===== config.mk =====
export PLATFORM = sky130hd
export DESIGN_NAME = baud_gen
export DESIGN_NICKNAME = d
export VERILOG_FILES = /design/src/rtl/baud_gen.sv
export SDC_FILE = /design/constraint.sdc
export NUM_CORES = 1
export LEC_CHECK = 0
export BUFFER_PORTS_ARGS = -buffer_cell sky130_fd_sc_hd__buf_4
export CAP_MARGIN = 20
export CORE_ASPECT_RATIO = 1.4
export CORE_MARGIN = 4
export CORE_UTILIZATION = 60
export CTS_CLUSTER_DIAMETER = 60
export CTS_CLUSTER_SIZE = 8
export DETAILED_ROUTE_END_ITERATION = 12
export PLACE_DENSITY = 0.88
export SLEW_MARGIN = 15
export SYNTH_ARGS = -nofsm -noshare
export SYNTH_HDL_FRONTEND = slang
export SYNTH_SLANG_ARGS = --single-unit

===== constraint.sdc =====
create_clock -name clk -period 4.22 [get_ports clk]
set_input_delay 0.422 -clock clk [delete_from_list [all_inputs] [get_ports clk]]
set_output_delay 0.422 -clock clk [all_outputs]
set_load 0.03 [all_outputs]

===== src/rtl/baud_gen.sv =====
module baud_gen #(
  parameter int DW    = 16,
  parameter int FW    = 3,
  parameter int SCW   = 11,
  parameter int PRESC = 8
) (
  input  logic           clk,
  input  logic           rst_n,
  input  logic           sck_in,
  input  logic [1:0]     mode,
  input  logic [1:0]     clk_sel,
  input  logic [DW-1:0]  divisor,
  input  logic [FW-1:0]  frac,
  input  logic           over8,
  input  logic [SCW-1:0] sc_div,
  output logic           baud_en,
  output logic           samp_en,
  output logic           sck_out
);
  localparam int PW = (PRESC > 1) ? $clog2(PRESC) : 1;

  logic [2:0]     sck_sy;
  logic [PW-1:0]  pc;
  logic [DW-1:0]  cnt, div_q;
  logic [FW-1:0]  acc;
  logic [FW:0]    sum;
  logic [SCW-1:0] bc, lim;
  logic           sck_n;
  logic           rise, pre_tick, src_en, is_sync, is_sc, is_async, sync_ext;
  logic           stretch, tick, btick, sck_p, sck_div, odd_fix;

  assign rise     = sck_sy[1] & ~sck_sy[2];
  assign pre_tick = (pc == PW'(PRESC - 1));
  assign is_sync  = (mode == 2'd1);
  assign is_sc    = (mode == 2'd2);
  assign is_async = ~is_sync & ~is_sc;
  assign sync_ext = is_sync & (clk_sel == 2'd3);

  always_comb begin
    case (clk_sel)
      2'd0:    src_en = 1'b1;
      2'd1:    src_en = pre_tick;
      2'd3:    src_en = rise;
      default: src_en = 1'b0;
    endcase
  end

  assign sum     = {1'b0, acc} + {1'b0, frac};
  assign stretch = is_async & sum[FW];
  assign tick    = src_en & (cnt == '0) & (divisor != '0) & ~sync_ext;
  assign lim     = is_sc ? sc_div : (over8 ? SCW'(8) : SCW'(16));
  assign btick   = tick & (lim != '0) & (bc >= lim - SCW'(1));

  always_ff @(posedge clk or negedge rst_n) begin
    if (!rst_n) begin
      sck_sy <= '0;
      pc     <= '0;
    end else begin
      sck_sy <= {sck_sy[1:0], sck_in};
      pc     <= pre_tick ? '0 : pc + PW'(1);
    end
  end

  always_ff @(posedge clk or negedge rst_n) begin
    if (!rst_n) begin
      cnt   <= '0;
      div_q <= '0;
      acc   <= '0;
    end else if (tick) begin
      cnt   <= divisor - DW'(1) + DW'(stretch);
      div_q <= divisor;
      if (is_async) acc <= sum[FW-1:0];
    end else if (src_en && cnt != '0) begin
      cnt <= cnt - DW'(1);
    end
  end

  always_ff @(posedge clk or negedge rst_n) begin
    if (!rst_n) bc <= '0;
    else if (tick && lim != '0) bc <= btick ? '0 : bc + SCW'(1);
  end

  always_ff @(posedge clk or negedge rst_n) begin
    if (!rst_n) begin
      samp_en <= 1'b0;
      baud_en <= 1'b0;
    end else begin
      samp_en <= sync_ext ? rise : tick;
      baud_en <= sync_ext ? rise : (is_sync ? tick : btick);
    end
  end

  assign sck_p = (cnt >= (div_q >> 1));

  always_ff @(negedge clk or negedge rst_n) begin
    if (!rst_n) sck_n <= 1'b0;
    else        sck_n <= sck_p;
  end

  assign odd_fix = (clk_sel == 2'd0) & div_q[0];
  assign sck_div = odd_fix ? (sck_p & sck_n) : sck_p;
  assign sck_out = sync_ext ? sck_sy[1] :
                   ((is_sync | is_sc) & (div_q != '0) & (clk_sel != 2'd2)) ? sck_div : 1'b0;

  AST_PRESC_GAP: assert property (@(posedge clk) disable iff (!rst_n)
    (samp_en && clk_sel == 2'd1 && $past(clk_sel) == 2'd1) |=> !samp_en);
  AST_ZERO_DIV: assert property (@(posedge clk) disable iff (!rst_n)
    (divisor == '0 && !sync_ext) |=> !samp_en);
  AST_RESERVED_QUIET: assert property (@(posedge clk) disable iff (!rst_n)
    (clk_sel == 2'd2) |=> (!samp_en && !baud_en));
  AST_BIT_ON_SAMPLE: assert property (@(posedge clk) disable iff (!rst_n)
    baud_en |-> samp_en);
  AST_CNT_BOUND: assert property (@(posedge clk) disable iff (!rst_n)
    cnt <= div_q);
  AST_SC_NO_BIT: assert property (@(posedge clk) disable iff (!rst_n)
    (is_sc && sc_div == '0) |=> !baud_en);
endmodule


== After elaboration in Yosys (flattened, before gate mapping) ==
Cells that the tools add are included.
Cells by class
  mux-type cells: 13
  reduce and logical (&&, ||, !) cells: 10
  bitwise operators: 18
  $lt $le $gt $ge: 2
  equality and inequality tests: 6
  add/sub/neg operators: 7
Operators with widths (count)
  $reduce_bool A16 Y1: 3
  $mux W16: 2
  $sub A16 B1 Y16 const B: 2
  $mux W11: 2
  $add A16 B1 Y16: 1
  $ge A16 B15 Y1: 1
  $logic_not A16 Y1: 1
  $and A1 B1 Y1: 13
  $add A11 B1 Y11 const B: 1
  $ge A11 B11 Y1: 1
  $reduce_bool A11 Y1: 1
  $sub A11 B1 Y11 const B: 1
  $mux W1: 6
  $mux W5: 1
  $add A3 B3 Y4: 1
  $eq A2 B1 Y1 const B: 2
  $eq A2 B2 Y1 const B: 2
  $not A1 Y1: 4
  $add A3 B1 Y3 const B: 1
  $eq A3 B3 Y1 const B: 1
  $mux W3: 1
  $pmux W1 S3: 1
  $logic_and A1 B1 Y1: 2
  $logic_not A2 Y1: 1
  4 further kinds: 4
Word-level totals
  word-level logic and storage cells: 65
  bits of input ports: 38
  output and inout bits: 3
  bits in registers: 55

== Depth between registers and ports, before layout ==
  word-level depth: 10
  mapped depth: 16
  depth with buffers taken out: 14

==> key figures <==
Die
  • Placeable Area: 6250 um2
  • Row count: 34
  • IO Pins: 41
  • Die area: 7810 um2
  • Die Span Y: ~100 um
  • Initial Util: between 60% and 70%
  • Die Wd: 75.8 um

Timing
  • Max-slew violations: 0
  • WHS: 209 ps
  • Slew headroom: between 40 and 50%
  • Setup ws final: 71.0 ps
  • RSZ-0062 raised after global routing: no
  • TNS Setup: 0 ps
  • Worst slew pin tran: 827 ps
  • Endpoints failing hold: 0
  • Clock Skews: 7.40 ps
  • Final setup fails: 0

Pwr
  • Cell leakage power: 2.14 nW
  • Pwr Density: a little over 400 nW/um2
  • Worst vdd ir: 0.299 mV

Logic synthesis
  • Ys Warns: 0
  • Sequential share of the synthesized area: 35.6%
  • Syn avg cell area: 8.90 um2
  • Post-synth top area share: 35.0%
  • Post-synth cell types: 57
  • Post-synth EDFFs: 0
  • Synth area leader: dfrtp_1
  • Post-Synthesis Cells: 434
  • Synthesized area: 3860 um2
  • Synth Flop Type: dfrtp_1
  • Syn_nets: 511
  • Async S/R FF share, synth: 100%
  • Synthesized flop and latch total: 55
  • Top cells by area, synth: dfrtp_1 35%, ha_1 12%, nand2_1 5.0%, o21ai_1 4.0%, inv_1 3.2%

Routing
  • First DRT Iteration DRCs: 321
  • Drt drc: 0
  • Drt pass-1 iters: 6
  • Wire length per cell: about 18 um
  • Routed via count: 3617
  • ANT nets after route: 0
  • Avg Vias per Cell: 6.56
  • WL final: 10100 um

Global route
  • First-pass GRT wire length: 16800 um
  • Antenna violations before repair: 0
  • Pin count of the biggest net entering global routing: 55
  • Total GRT Usage: 28.3%
  • Vias in the first global route: 3649
  • Global-route congestion overflow total: 0

Layout
  • Commonest non-fill, non-tap cell in the layout: dfrtp_1
  • Layout Cells excl Fill: 551
  • Nets: 555
  • Layout area overhead: 13.8%
  • Share of cells above drive strength 1: between 10 and 15%
  • Antenna diodes: 0
  • Most frequent cells in the layout: 54 x dfrtp_1, 51 x nand2_1, 49 x buf_4
  • Util after Layout: 70.3%

Worst setup path
  • Crit path cell chain: ha_1, a21o_1, a21o_1, a2111oi_2, o31ai_1, a21oi_1, inv_1
  • Startpoint Class: flip-flop
  • Worst Setup End Kind: flip-flop
  • Crit path largest cell delay: 420 ps
  • Cell depth of the worst setup path: 7
  • Slowest cell on the critical path: dfrtp_1
  • Critical Path AT: 2200 ps
  • Worst Path Max Fanout: 2
  • Worst Path Class, Setup: reg2reg
  • R2r worst-path depth: 7
  • CP dominant cell by count: a21o_1
  • Buf+Inv Stages, Crit Path: 1
  • Family with the most delay on the worst path: compound AO/OA/AOI/OAI gates
  • Required time worst endpoint: 2270 ps

Placement
  • Pre-CTS setup slack: 72.1 ps
  • Routability cong.: between 0.9 and 1
  • Cell count after placement: around 540
  • DP HPWL: 7650 um
  • Buffers on Ports: 40

Clocking
  • Cts bufs inserted: 5
  • Resized cells post-CTS: 0
  • CTS tree: built
  • Hold_buf cts: 0
  • Post-CTS Setup Repair Bufs: 0
  • Skew-Pair Late Insertion Delay: 310 ps
  • Clk slew on worst S/H paths: 100 ps
  • Root buf cell: clkbuf_8
  • Clock buffer depth: 2
  • Clk sink count: 55
  • H-tree levels: 2

Min path
  • Hold-critical path depth: 1
  • Hold WC Path Type: in2reg

Job
  • Max Cap Viol: 0

Status
  • Status: finished, final reports clean
[path summary, 6_finish.rpt]
path                       slack [ps]           startpoint                   to
max in group asynchronous        2220                rst_n      sck_n$_DFF_NN0_
hold reg to reg                   370  sck_sy[0]$_DFF_PN0_  sck_sy[1]$_DFF_PN0_
hold / removal                    210               sck_in  sck_sy[0]$_DFF_PN0_
setup / recovery                   70   cnt[5]$_DFFE_PN0P_      sck_n$_DFF_NN0_
min in group asynchronous         260                rst_n  cnt[13]$_DFFE_PN0P_
setup reg to reg                   70   cnt[5]$_DFFE_PN0P_      sck_n$_DFF_NN0_
[synth_stat cells (6+ instances only)]
library cell	count
nand2b_1	6
nor2_1	23
nand4_1	7
nand2_1	51
xor2_1	11
dfrtp_1	54
clkbuf_1	7
xnor2_1	10
nand3_1	10
o21ai_1	31
nor4_1	10
a21oi_1	17
ha_1	38
nor2b_1	12
and3_1	8
o21ai_0	11
a22o_1	11
nor3_1	8
inv_1	33
[metal layers]
| metal | wire (um) | vias to the layer above | GRT usage [%] |
|---|---|---|---|
| met5 | 0 | - | 0 |
| li1 | - | 1658 | - |
| met3 | 678 | 57 | 4.10 |
| met4 | 484 | 0 | 14.5 |
| met2 | 5320 | 195 | 49.7 |
| met1 | 3640 | 1707 | 32.4 |
[flip-flops by register name, indices dropped and copies added (netlist names)]
signal / flops
acc: 3
bc: 11
pc: 3
baud_en: 1
div_q: 16
samp_en: 1
sck_sy: 3
sck_n: 1
cnt: 16
[cell families (layout without fill, tap and decap cells)]
group           count (synthesis)  count (layout)  share of synthesized area (%)
xor+xnor                       21              21                           4.76
simple gates                  160             160                           22.0
buf+inv                        45              90                           4.83
fa+ha+maj                      39              39                           12.8
compound gates                107             107                           18.0
mux                             7               7                           1.94
flops                          55              55                           35.6
[per-stage QoR]
step	power [W]	instance area [um2]
floorplan	0.00115	3860
global placement	0.00133	4260
detailed placement	0.00137	4260
CTS	0.00179	4390
global route	0.00191	4400
finish	0.00182	4400
[power breakdown]
part	switching, W	leakage, nW	internal, W
combinational	0.000345	1.40	0.000275
clock	0.000177	0.0654	0.000237
sequential	0.000143	0.671	0.000640
[cell type report]
type                            instances  area (um2)
Clock buffer                            6        72.6
Clock inverter                          2        60.1
Fill cell                             460        1860
Inverter                               33         124
Multi-Input combinational cell        334        2310
Sequential cell                        55        1380
Tap cell                               72        90.1
Timing Repair Buffer                   49         368
No activity file was read; power rests on OpenSTA's default activity.
